`src/rtl/wpa_pkg.sv`:
```
package wpa_pkg;
  localparam int PRIO_W    = 4;
  localparam int LVL_MAX   = 8;
  localparam int RANK_W    = 4;
  localparam int RANK_TOP  = 0;
  localparam int RANK_NONE = 15;
  typedef logic [RANK_W-1:0] rank_t;
endpackage

```
`src/rtl/wpa_wait_ctr.sv`:
```
module wpa_wait_ctr #(
  parameter int CNT_W = 8
) (
  input  logic             clk,
  input  logic             rst,
  input  logic             pend,
  input  logic             won,
  input  logic [CNT_W-1:0] lim,
  output logic             esc
);
  localparam logic [CNT_W-1:0] CNT_MAX = {CNT_W{1'b1}};

  logic [CNT_W-1:0] cnt;

  always_ff @(posedge clk) begin
    if (rst)                cnt <= '0;
    else if (!pend || won)  cnt <= '0;
    else if (cnt != CNT_MAX) cnt <= cnt + 1'b1;
  end

  always_comb begin
    esc = 1'b0;
    if (lim != '0) esc = (cnt >= (lim - 1'b1));
  end
endmodule

```
`src/rtl/wpa_rank.sv`:
```
module wpa_rank
  import wpa_pkg::*;
(
  input  logic              valid,
  input  logic [PRIO_W-1:0] prio,
  input  logic              fixed,
  input  logic              esc,
  output rank_t             rank
);
  logic [PRIO_W-1:0] lvl;

  always_comb begin
    lvl = (prio > PRIO_W'(LVL_MAX)) ? PRIO_W'(LVL_MAX) : prio;
    if (!valid)            rank = rank_t'(RANK_NONE);
    else if (fixed || esc) rank = rank_t'(RANK_TOP);
    else                   rank = rank_t'(lvl) + rank_t'(1);
  end
endmodule

```
`src/rtl/wpa_pick.sv`:
```
module wpa_pick
  import wpa_pkg::*;
#(
  parameter int N_REQ = 4
) (
  input  rank_t            ranks [N_REQ],
  input  logic [N_REQ-1:0] valid,
  output logic [N_REQ-1:0] win
);
  rank_t best;

  always_comb begin
    best = rank_t'(RANK_NONE);
    win  = '0;
    for (int i = 0; i < N_REQ; i++) begin
      if (valid[i] && (ranks[i] < best || win == '0)) begin
        best = ranks[i];
        win  = '0;
        win[i] = 1'b1;
      end
    end
  end
endmodule

```
`src/rtl/wprio_arb.sv`:
```
module wprio_arb
  import wpa_pkg::*;
#(
  parameter int N_REQ = 4,
  parameter int CNT_W = 8
) (
  input  logic                    clk,
  input  logic                    rst,
  input  logic [N_REQ-1:0]        req_valid,
  input  logic [PRIO_W*N_REQ-1:0] req_prio,
  input  logic [N_REQ-1:0]        req_fixed,
  input  logic [CNT_W-1:0]        starve_lim,
  output logic [N_REQ-1:0]        grant
);
  rank_t            ranks [N_REQ];
  logic [N_REQ-1:0] esc;
  logic [N_REQ-1:0] win;

  for (genvar g = 0; g < N_REQ; g++) begin : g_req
    wpa_wait_ctr #(.CNT_W(CNT_W)) u_ctr (
      .clk  (clk),
      .rst  (rst),
      .pend (req_valid[g]),
      .won  (win[g]),
      .lim  (starve_lim),
      .esc  (esc[g])
    );
    wpa_rank u_rank (
      .valid (req_valid[g]),
      .prio  (req_prio[PRIO_W*g +: PRIO_W]),
      .fixed (req_fixed[g]),
      .esc   (esc[g]),
      .rank  (ranks[g])
    );
  end

  wpa_pick #(.N_REQ(N_REQ)) u_pick (
    .ranks (ranks),
    .valid (req_valid),
    .win   (win)
  );

  always_ff @(posedge clk) begin
    if (rst) grant <= '0;
    else     grant <= win;
  end
endmodule

```
`config.mk`:
```
export PLATFORM = sky130hd
export DESIGN_NAME = wprio_arb
export DESIGN_NICKNAME = d
export VERILOG_FILES = /design/src/rtl/wpa_pkg.sv /design/src/rtl/wpa_wait_ctr.sv /design/src/rtl/wpa_rank.sv /design/src/rtl/wpa_pick.sv /design/src/rtl/wprio_arb.sv
export SDC_FILE = /design/constraint.sdc
export NUM_CORES = 1
export LEC_CHECK = 0
export ABC_AREA = 1
export ABC_CLOCK_PERIOD_IN_PS = 5000
export BUFFER_PORTS_ARGS = -buffer_cell sky130_fd_sc_hd__buf_2
export CORE_MARGIN = 1.5
export CORE_UTILIZATION = 52
export CTS_CLUSTER_DIAMETER = 50
export DETAILED_ROUTE_END_ITERATION = 7
export PLACE_DENSITY = 0.72
export RECOVER_POWER = 25
export SLEW_MARGIN = 20
export SYNTH_ARGS = -nofsm -noshare
export SYNTH_HDL_FRONTEND = slang
export SYNTH_SLANG_ARGS = --single-unit
```
`constraint.sdc`:
```
create_clock -name clk -period 5 [get_ports clk]
set_input_delay 0.5 -clock clk [delete_from_list [all_inputs] [get_ports clk]]
set_output_delay 0.5 -clock clk [all_outputs]
set_load 0.1 [all_outputs]
```
# [After elaboration in Yosys (flattened, before gate mapping)]
# Cells that the tools add are included.
[word_totals] word_cells=77 reg_bits=36
[classes] reduce_logical=26 addsub=9 magnitude_cmp=11 eq_ne=4 muxes=22
[op_table] op="4-bit two-way mux" n=17
[op_table] op="8-bit by 1-bit adder with 8-bit output (second input constant)" n=4
[op_table] op="8-bit greater-or-equal comparator" n=4
[op_table] op="8-bit inequality test (second input constant)" n=4
[op_table] op="4-bit by 1-bit adder with 4-bit output (second input constant)" n=4
[op_table] op="4-bit greater-than comparator (second input constant)" n=4
[op_table] op="4-bit zero test" n=3
[op_table] op="4-bit less-than comparator" n=3
[op_table] op="1-bit logical OR" n=11
[op_table] op="8-bit nonzero test" n=1
[op_table] op="2-bit OR reduction" n=4
[op_table] op="8-bit by 1-bit subtractor with 8-bit output (second input constant)" n=1
[op_table] op="1-bit two-way mux" n=5
[op_table] op="1-bit zero test" n=4
[op_table] op="1-bit logical AND" n=3

# [Logic depth before layout (Yosys ltp)]
# Gate-level depths: netlist of the first run.
[depth] word_depth=20 ltp_mapped=46 depth_no_buf=46

# [Cells and area by module]
# From an unflattened synthesis of the first run, not the netlist that was laid out.
[hier_totals] cells_unflattened=604 hier_area_um2=3912.5
[by_module_without_submodules] module="wpa_wait_ctr" seq_area_each_um2=160.2 instances=4 area_per_inst_um2=737.0 cells_each=106
[by_module_without_submodules] module="wpa_pick" seq_area_each_um2=0.0 instances=1 area_per_inst_um2=454.2 cells_each=84
[by_module_without_submodules] module="wpa_rank" seq_area_each_um2=0.0 instances=4 area_per_inst_um2=100.1 cells_each=21
[by_module_without_submodules] module="wprio_arb" seq_area_each_um2=80.1 instances=1 area_per_inst_um2=110.1 cells_each=12

# [Worst setup path after synthesis of the first run]
# No wires, ideal clock.
[synth_timing] path_kind="input to register" from="input starve_lim[0]" to="register g_req[0].u_ctr.cnt[6]" setup_time_ps=119 path_slack_ps=391 arrival_ps=4490 path_stages=40 path_cell_list="inv_1 > ha_1 > nand3_2 > xor2_1 > ha_1 > nand2_1 > inv_1 > nand2_1 > nand2_1 > nand2_1 > nand2_1 > nand2_2 > nand2_1 > o21ai_0 > inv_1 > ha_1 > nand2_1 > a21oi_1 > [4 not listed] > o21ai_0 > ha_1 > a21oi_1 > nand2_1 > nand2_2 > nand2_4 > nand2_1 > o21ai_0 > ha_1 > nand2_1 > inv_1 > nand2_1 > nand2_2 > nand2_2 > nand2_4 > nand2_4 > nand2_4 > nor2_2"
[synth_between] elab_chain_len=20
[synth_lines] item="start, declared" line="wprio_arb.sv:12" text="input logic [CNT_W-1:0] starve_lim,"
[synth_lines] item="8-bit by 1-bit subtractor with 8-bit output" line="wpa_wait_ctr.sv:23" text="if (lim != '0) esc = (cnt >= (lim - 1'b1));"
[synth_lines] item="8-bit greater-or-equal comparator" line="wpa_wait_ctr.sv:23"
[synth_lines] item="1-bit two-way mux" line="wpa_wait_ctr.sv:23"
[synth_lines] item="1-bit logical OR" line="wpa_rank.sv:15" text="else if (fixed || esc) rank = rank_t'(RANK_TOP);"
[synth_lines] item="4-bit two-way mux" line="wpa_rank.sv:15"
[synth_lines] item="4-bit two-way mux, on equally long branches" line="wpa_rank.sv:14, wpa_pick.sv:16"
[synth_lines] item="4-bit less-than comparator" line="wpa_pick.sv:16" text="if (valid[i] && (ranks[i] < best || win == '0)) begin"
[synth_lines] item="1-bit logical OR" line="wpa_pick.sv:16"
[synth_lines] item="[4 not listed]"
[synth_lines] item="1-bit logical AND" line="wpa_pick.sv:16"
[synth_lines] item="4-bit two-way mux" line="wpa_pick.sv:16"
[synth_lines] item="4-bit less-than comparator / 4-bit zero test (equally long branches)" line="wpa_pick.sv:16"
[synth_lines] item="1-bit logical OR" line="wpa_pick.sv:16"
[synth_lines] item="1-bit logical AND" line="wpa_pick.sv:16"
[synth_lines] item="4-bit two-way mux *" line="wpa_pick.sv:16"
[synth_lines] item="1-bit logical OR *" line="wpa_wait_ctr.sv:17" text="else if (!pend || won) cnt <= '0;"
[synth_lines] item="2-bit OR reduction (no source line) *"
[synth_lines] item="end signal, assigned" line="wpa_wait_ctr.sv:18" text="else if (cnt != CNT_MAX) cnt <= cnt + 1'b1;"
[synth_lines] item="end, declared" line="wpa_wait_ctr.sv:13" text="logic [CNT_W-1:0] cnt;"
# Every way passes the cells marked *; elsewhere a longest branch is shown, timed or not.
# A chain may end at the register's enable or synchronous reset.

# [Worst setup path in the final report of the first run]
[layout_timing] from="input starve_lim[2]" to="register g_req[1].u_ctr.cnt[5]"
[layout_between] elab_chain_len=20
[layout_lines] item="8-bit by 1-bit subtractor with 8-bit output" line="wpa_wait_ctr.sv:23"
[layout_lines] item="8-bit greater-or-equal comparator" line="wpa_wait_ctr.sv:23"
[layout_lines] item="1-bit two-way mux" line="wpa_wait_ctr.sv:23"
[layout_lines] item="1-bit logical OR" line="wpa_rank.sv:15"
[layout_lines] item="4-bit two-way mux" line="wpa_rank.sv:15"
[layout_lines] item="4-bit two-way mux, on equally long branches" line="wpa_rank.sv:14, wpa_pick.sv:16"
[layout_lines] item="4-bit less-than comparator" line="wpa_pick.sv:16"
[layout_lines] item="1-bit logical OR" line="wpa_pick.sv:16"
[layout_lines] item="[4 not listed]"
[layout_lines] item="1-bit logical AND" line="wpa_pick.sv:16"
[layout_lines] item="4-bit two-way mux" line="wpa_pick.sv:16"
[layout_lines] item="4-bit less-than comparator / 4-bit zero test (equally long branches)" line="wpa_pick.sv:16"
[layout_lines] item="1-bit logical OR" line="wpa_pick.sv:16"
[layout_lines] item="1-bit logical AND" line="wpa_pick.sv:16"
[layout_lines] item="4-bit two-way mux *" line="wpa_pick.sv:16"
[layout_lines] item="1-bit logical OR *" line="wpa_wait_ctr.sv:17"
[layout_lines] item="2-bit OR reduction (no source line) *"
[layout_lines] item="end signal, assigned" line="wpa_wait_ctr.sv:18"
[layout_lines] item="end, declared" line="wpa_wait_ctr.sv:13"
# Marked as above.

==> results.sh, run 1 <==
export IMPL_numCtsBuffers=5
export IMPL_io_buffer_count=37
export IMPL_syn_area_per_cell_sq_um=6.672
export IMPL_h_tree_depth=2
export IMPL_slowest_delay_ps=330
export IMPL_clk_pin_slew_ps=70
export IMPL_place_congestion=0.8509
export IMPL_area_delta_synth_final_pct=23.82
export IMPL_cp_common_cell="nand2_1"
export IMPL_ff2ff_setup_slack_ps=490
export IMPL_mostFrequentLayoutCell="nand2_1"
export IMPL_grt_usage=0.2159
export IMPL_status="finished, final reports clean"
export IMPL_synth_edf_count=0
export IMPL_cpMaxStageDelayCell="ha_1"
export IMPL_firstDrtPassIters=4
export IMPL_crit_fanout=8
export IMPL_synthArstFlopShare=0
export IMPL_viasPerCell=5.009
export IMPL_cts_sinks=36
export IMPL_fmax_mhz=212.4
export IMPL_ios=38
export IMPL_drt_total_wl_um=7600
export IMPL_seq_area_frac_synth=0.2178
export IMPL_core_sq_um=6026
export IMPL_start_util=0.5492
export IMPL_fin_crit_sh=0.9416
export IMPL_crit_type="input port to flip-flop"
export IMPL_antenna_cells=0
export IMPL_final_cell_mix="96 x nand2_1, 80 x inv_1, 43 x nor2_1"
export IMPL_pwr_share_clk=0.286
export IMPL_grt_pass1_vias=2710
export IMPL_dp_hpwl_um=5647
export IMPL_instances_no_fill=633
export IMPL_synth_ff_type="dfxtp_1"
export IMPL_sequentialPowerShare=0.373
export IMPL_fill_cells=523
export IMPL_synthTopCellsByArea="dfxtp_1 22%, ha_1 16%, nand2_1 12%, inv_1 9.3%, nand3_1 5.3%"
export IMPL_final_nets=633
export IMPL_relSlewSlack=0.2239
export IMPL_skew_ps=3.802
export IMPL_synth_top_cell_area_share=0.2178
export IMPL_ys_types=28
export IMPL_layout_setup_ws_ps=292.2
export IMPL_required_ps=5240
export IMPL_critical_path_endpoint_type="flip-flop"
export IMPL_total_power_uw=800.3
export IMPL_max_slew_worst_pin_slew_ps=1169
export IMPL_ys_ff_latch=36
export IMPL_grt_max_degree=11
export IMPL_root_buffer="clkbuf_8"
export IMPL_rows=28
export IMPL_p_sw_frac=0.3481
export IMPL_finalCriticalPeriod_ps=4708
export IMPL_place_ws_ps=-340.9
export IMPL_synth_top_area_cell="dfxtp_1"
export IMPL_yosys_warnings=0
export IMPL_drv_slew=0
export IMPL_drc=0
export IMPL_dieWidth_um=82.78
export IMPL_p_switching_uw=278.6
export IMPL_finalSetupViolCount=0
export IMPL_internal_power_uw=521.7
export IMPL_die_h_um=82.78
export IMPL_final_antenna_net_count=0
export IMPL_syn_inst=496
export IMPL_power_density_nw_per_um2=195.3
export IMPL_clock_latency_ps=300
export IMPL_netlist_area_sq_um=3309
export IMPL_vias=3171
export IMPL_min_delay_path_class="input port to flip-flop"
export IMPL_dieArea_sq_um=6852
export IMPL_antenna_found_initial=0
export IMPL_p_comb_frac=0.341
export IMPL_total_leakage_power_uw=0.001997
export IMPL_hold_viol_final=0
export IMPL_clk_path_buf_depth=2
export IMPL_drt_iter0_markers=121
export IMPL_cap_violations=0
export IMPL_overflow=0
export IMPL_vdd_drop_max_mv=0.1404
export IMPL_cts_tree="yes"
export IMPL_drive_gt1_frac=0.2634
export IMPL_grt_pass1_wl_um=11400
export IMPL_syn_nets=571
export IMPL_critical_path_startpoint_type="input port"
export IMPL_arrival_ps=4950
export IMPL_wire_per_inst_um=12.01
export IMPL_dp_cells=619
## worst paths after layout
check,start,to,cells after the start
setup reg to reg,g_req[0].u_ctr.cnt[0],g_req[1].u_ctr.cnt[5],44
hold reg to reg,g_req[3].u_ctr.cnt[0],g_req[3].u_ctr.cnt[0],2
hold / removal,rst,grant[1],2
setup / recovery,starve_lim[2],g_req[1].u_ctr.cnt[5],41
## metrics by stage
| step | setup TNS, ps | hold WS, ps | utilization | cell area [sq um] |
|---|---|---|---|---|
| 2_1_floorplan | 0 | 470.1 | - | 3309 |
| 3_3_place_gp | -7868 | 488.2 | 0.6098 | 3675 |
| 3_5_place_dp | -10830 | 496.1 | 0.6098 | 3675 |
| 4_1_cts | 0 | 464.6 | 0.6283 | 3786 |
| 5_1_grt | -496.7 | 475.9 | 0.6800 | 4098 |
| 6_report | 0 | 464.9 | 0.6800 | 4098 |
## worst max-delay path, delay by kind of cell
| kind | cells | cell delay (ps) |
|---|---|---|
| simple gates | 26 | 2080 |
| fa+ha+maj | 4 | 1120 |
| compound gates | 6 | 720 |
| buf+inv | 4 | 270 |
| xor+xnor | 1 | 250 |
## metal layers
metal | vias to the layer above | routed length [um] | track usage
met2 | 59 | 3651 | 0.3545
met4 | 0 | 83 | 0.07000
met5 | - | 0 | 0
met1 | 1402 | 3536 | 0.2868
li1 | 1700 | - | -
met3 | 10 | 329 | 0.03607
## timing repair
item | in CTS | in global routing
gates cloned | 0 | 0
gates resized for setup | 2 | 61
setup buffers | 0 | 7
pin swaps | 0 | 33
hold buffers | 0 | 0
endpoints found under the setup margin | 24 | 36
## synth_stat cells (all sizes together) (2+ instances only)
master	n
inv	87
a21oi	16
o221ai	2
nand3b	2
nor3	3
xnor2	6
nand3	37
o31ai	2
nor2	71
o21ai	26
mux2i	3
nand2	125
nand4	11
a21boi	4
dfxtp	36
xor2	19
ha	41
## power by group through the flow
stage                     sequential [uW]  combinational, uW  clock [uW]
after floorplan                       325                140           0
after global placement                305                219           0
after detailed placement              305                224           0
after CTS                             299                227         231
after global routing                  300                305         242
final                                 299                273         229
## state kept, by name (all words and copies together), names as in the netlist
signal           count
g_req.u_ctr.cnt     32
grant                4
## kinds of logic (layout without fill, tap and decap cells)
kind of cell    after synthesis  in the layout  synth area share
mux                           3              3          0.009074
xor+xnor                     25             25           0.06616
simple gates                250            250            0.3633
buf+inv                      89            151            0.1009
compound gates               52             52           0.08771
flops                        36             36            0.2178
fa+ha+maj                    41             41            0.1550
## layout make-up
| cell class | instances | area [sq um] | area share |
|---|---|---|---|
| clock buffer | 7 | 96.34 | 0.02351 |
| inverter | 88 | 340.3 | 0.08305 |
| multi-input combinational | 371 | 2501 | 0.6104 |
| sequential | 36 | 720.7 | 0.1759 |
| tap | 75 | 93.84 | 0.02290 |
| timing repair buffer | 56 | 345.3 | 0.08427 |
Note: power is estimated with default switching activity, not from simulation.
==> run 2: changes to the inputs <==
--- a/config.mk
+++ b/config.mk
@@ -6,12 +6,14 @@
 export NUM_CORES = 1
 export LEC_CHECK = 0
 export ABC_AREA = 1
-export ABC_CLOCK_PERIOD_IN_PS = 5000
+export ABC_CLOCK_PERIOD_IN_PS = 5700
 export BUFFER_PORTS_ARGS = -buffer_cell sky130_fd_sc_hd__buf_2
+export CAP_MARGIN = 10
 export CORE_MARGIN = 1.5
 export CORE_UTILIZATION = 52
 export CTS_CLUSTER_DIAMETER = 50
 export DETAILED_ROUTE_END_ITERATION = 7
+export GPL_ROUTABILITY_DRIVEN = 0
 export PLACE_DENSITY = 0.72
 export RECOVER_POWER = 25
 export SLEW_MARGIN = 20
==> constraint.sdc (replaced) <==
create_clock -name clk -period 5.7 [get_ports clk]
set_input_delay 0.57 -clock clk [delete_from_list [all_inputs] [get_ports clk]]
set_output_delay 0.57 -clock clk [all_outputs]
set_load 0.1 [all_outputs]
==> run 2 against run 1 <==
  * Die area is the same
  * Clock skew grew 1.0 ps
  * First-iteration DRC count shrank 6.6%
  * Hold slack gained 42 ps
  * Core utilization shrank 6.7 points
==> results.sh, run 2 (synthesis results as in run 1) <==
export IMPL_root_buffer="clkbuf_8"
export IMPL_path_delay_family="simple AND/OR/NAND/NOR gates"
export IMPL_path_buf_inv=3
export IMPL_fmax_mhz=194.5
export IMPL_fill_cells=588
export IMPL_h_tree_depth=2
export IMPL_io_buffer_count=37
export IMPL_p_switching_uw=219.2
export IMPL_vias=3055
export IMPL_cpMaxStageDelayCell="xor2_1"
export IMPL_cap_violations=0
export IMPL_pwr_share_clk=0.307
export IMPL_viasPerCell=4.967
export IMPL_tns_ps=0
export IMPL_max_slew_worst_pin_slew_ps=1168
export IMPL_cts_sinks=36
export IMPL_critical_path_endpoint_type="flip-flop"
export IMPL_sequentialPowerShare=0.404
export IMPL_final_antenna_net_count=0
export IMPL_crit_fanout=9
export IMPL_reg_largest_list="g_req.u_ctr.cnt: 32 flops, grant: 4 flops"
export IMPL_core_sq_um=6026
export IMPL_required_ps=5930
export IMPL_arrival_ps=5370
export IMPL_final_cell_mix="105 x nand2_1, 82 x inv_1, 43 x nor2_1"
export IMPL_largest_reg_flops=32
export IMPL_p_sw_frac=0.3378
export IMPL_drc=0
export IMPL_power_density_nw_per_um2=175.8
export IMPL_clk_pin_slew_ps=70
export IMPL_skew_ps=4.848
export IMPL_firstDrtPassIters=4
export IMPL_grt_max_degree=11
export IMPL_start_util=0.5492
export IMPL_grt_pass1_vias=2658
export IMPL_slowest_delay_ps=450
export IMPL_grt_usage=0.2140
export IMPL_worstHoldPathCells=2
export IMPL_mostFrequentLayoutCell="nand2_1"
export IMPL_dp_hpwl_um=5657
export IMPL_hold_viol_final=0
export IMPL_wire_per_inst_um=11.19
export IMPL_cts_hold_buf=0
export IMPL_finalCriticalPeriod_ps=5143
export IMPL_vdd_drop_max_mv=0.1439
export IMPL_drive_gt1_frac=0.1852
export IMPL_relSlewSlack=0.2247
export IMPL_numCtsBuffers=5
export IMPL_final_nets=615
export IMPL_critical_path_startpoint_type="input port"
export IMPL_area_delta_synth_final_pct=11.53
export IMPL_finalSetupViolCount=0
export IMPL_regMostFlops="g_req.u_ctr.cnt"
export IMPL_min_delay_path_class="flip-flop to flip-flop"
export IMPL_overflow=0
export IMPL_ios=38
export IMPL_rows=28
export IMPL_rsz0062_at_grt="false"
export IMPL_antenna_found_initial=0
export IMPL_cp_common_cell="nand2_1"
export IMPL_cp_num_cells=37
export IMPL_final_cell_area_sq_um=3691
export IMPL_die_h_um=82.78
export IMPL_status="finished, final reports clean"
export IMPL_dieWidth_um=82.78
export IMPL_internal_power_uw=429.8
export IMPL_p_comb_frac=0.289
export IMPL_grt_pass1_wl_um=11390
export IMPL_crit_type="input port to flip-flop"
export IMPL_fin_crit_sh=0.9022
export IMPL_drt_iter0_markers=113
export IMPL_placed_cell_area_sq_um=3592
export IMPL_dieArea_sq_um=6852
export IMPL_regArea_sq_um=720.7
export IMPL_total_leakage_power_uw=0.001874
export IMPL_antenna_cells=0
export IMPL_clk_path_buf_depth=2
export IMPL_clock_latency_ps=290
export IMPL_drt_total_wl_um=6883
export IMPL_drv_slew=0
export IMPL_reg2regPathDepth=42
export IMPL_cts_tree="yes"
export IMPL_multiInputGateArea_sq_um=2262
export IMPL_fin_util=0.6125
## run 2: path summary, 6_finish.rpt
kind,endpoint,start,slack (ps)
hold reg to reg,g_req[3].u_ctr.cnt[0],g_req[3].u_ctr.cnt[0],510
hold / removal,g_req[3].u_ctr.cnt[0],g_req[3].u_ctr.cnt[0],510
setup reg to reg,g_req[1].u_ctr.cnt[5],g_req[0].u_ctr.cnt[0],1170
setup / recovery,g_req[1].u_ctr.cnt[5],starve_lim[2],560
## run 2: per-stage QoR
step | instances | hold slack, ps | power (uW) | worst slack [ps]
global route | 615 | 527.1 | 692.8 | 65.88
detailed placement | 608 | 496.6 | 456.6 | 158.6
finish | 615 | 506.6 | 649.0 | 557.3
global placement | 608 | 480.2 | 451.5 | 279.5
floorplan | 496 | 470.1 | 407.8 | 1021
CTS | 615 | 507.1 | 655.6 | 455.6
## run 2: tightest hold or removal path, stage by stage, from the launching register on
cell,delay (ps)
dfxtp_1,340
nand2_1,70
a21oi_1,50
## run 2: what timing repair did
| item | 4_1_cts | 5_1_grt |
|---|---|---|
| buffers inserted | 0 | 0 |
| setup endpoints to repair | 0 | 33 |
| hold endpoints to repair | 0 | 0 |
| resized for setup | 0 | 1 |
## run 2: metal layers
metal | GRT usage | vias up | wire, um | part of all wire
met5 | 0 | - | 0 | 0
met4 | 0.04500 | 0 | 56 | 0.0081
met3 | 0.03825 | 7 | 255 | 0.037
met2 | 0.3553 | 46 | 3162 | 0.46
met1 | 0.2890 | 1330 | 3408 | 0.50
li1 | - | 1672 | - | -
## run 2: power by group through the flow
stage | combinational [uW] | clock (uW) | sequential, uW
floorplan | 123 | 0 | 285
global placement | 184 | 0 | 268
detailed placement | 189 | 0 | 268
CTS | 190 | 204 | 262
global route | 216 | 214 | 263
finish | 188 | 199 | 262
## run 2: cell type report
type	instances	area share
Clock buffer	7	0.02610
Inverter	88	0.08949
Multi-Input combinational cell	371	0.6129
Sequential cell	36	0.1953
Timing Repair Buffer	38	0.05085
Tap cell	75	0.02542
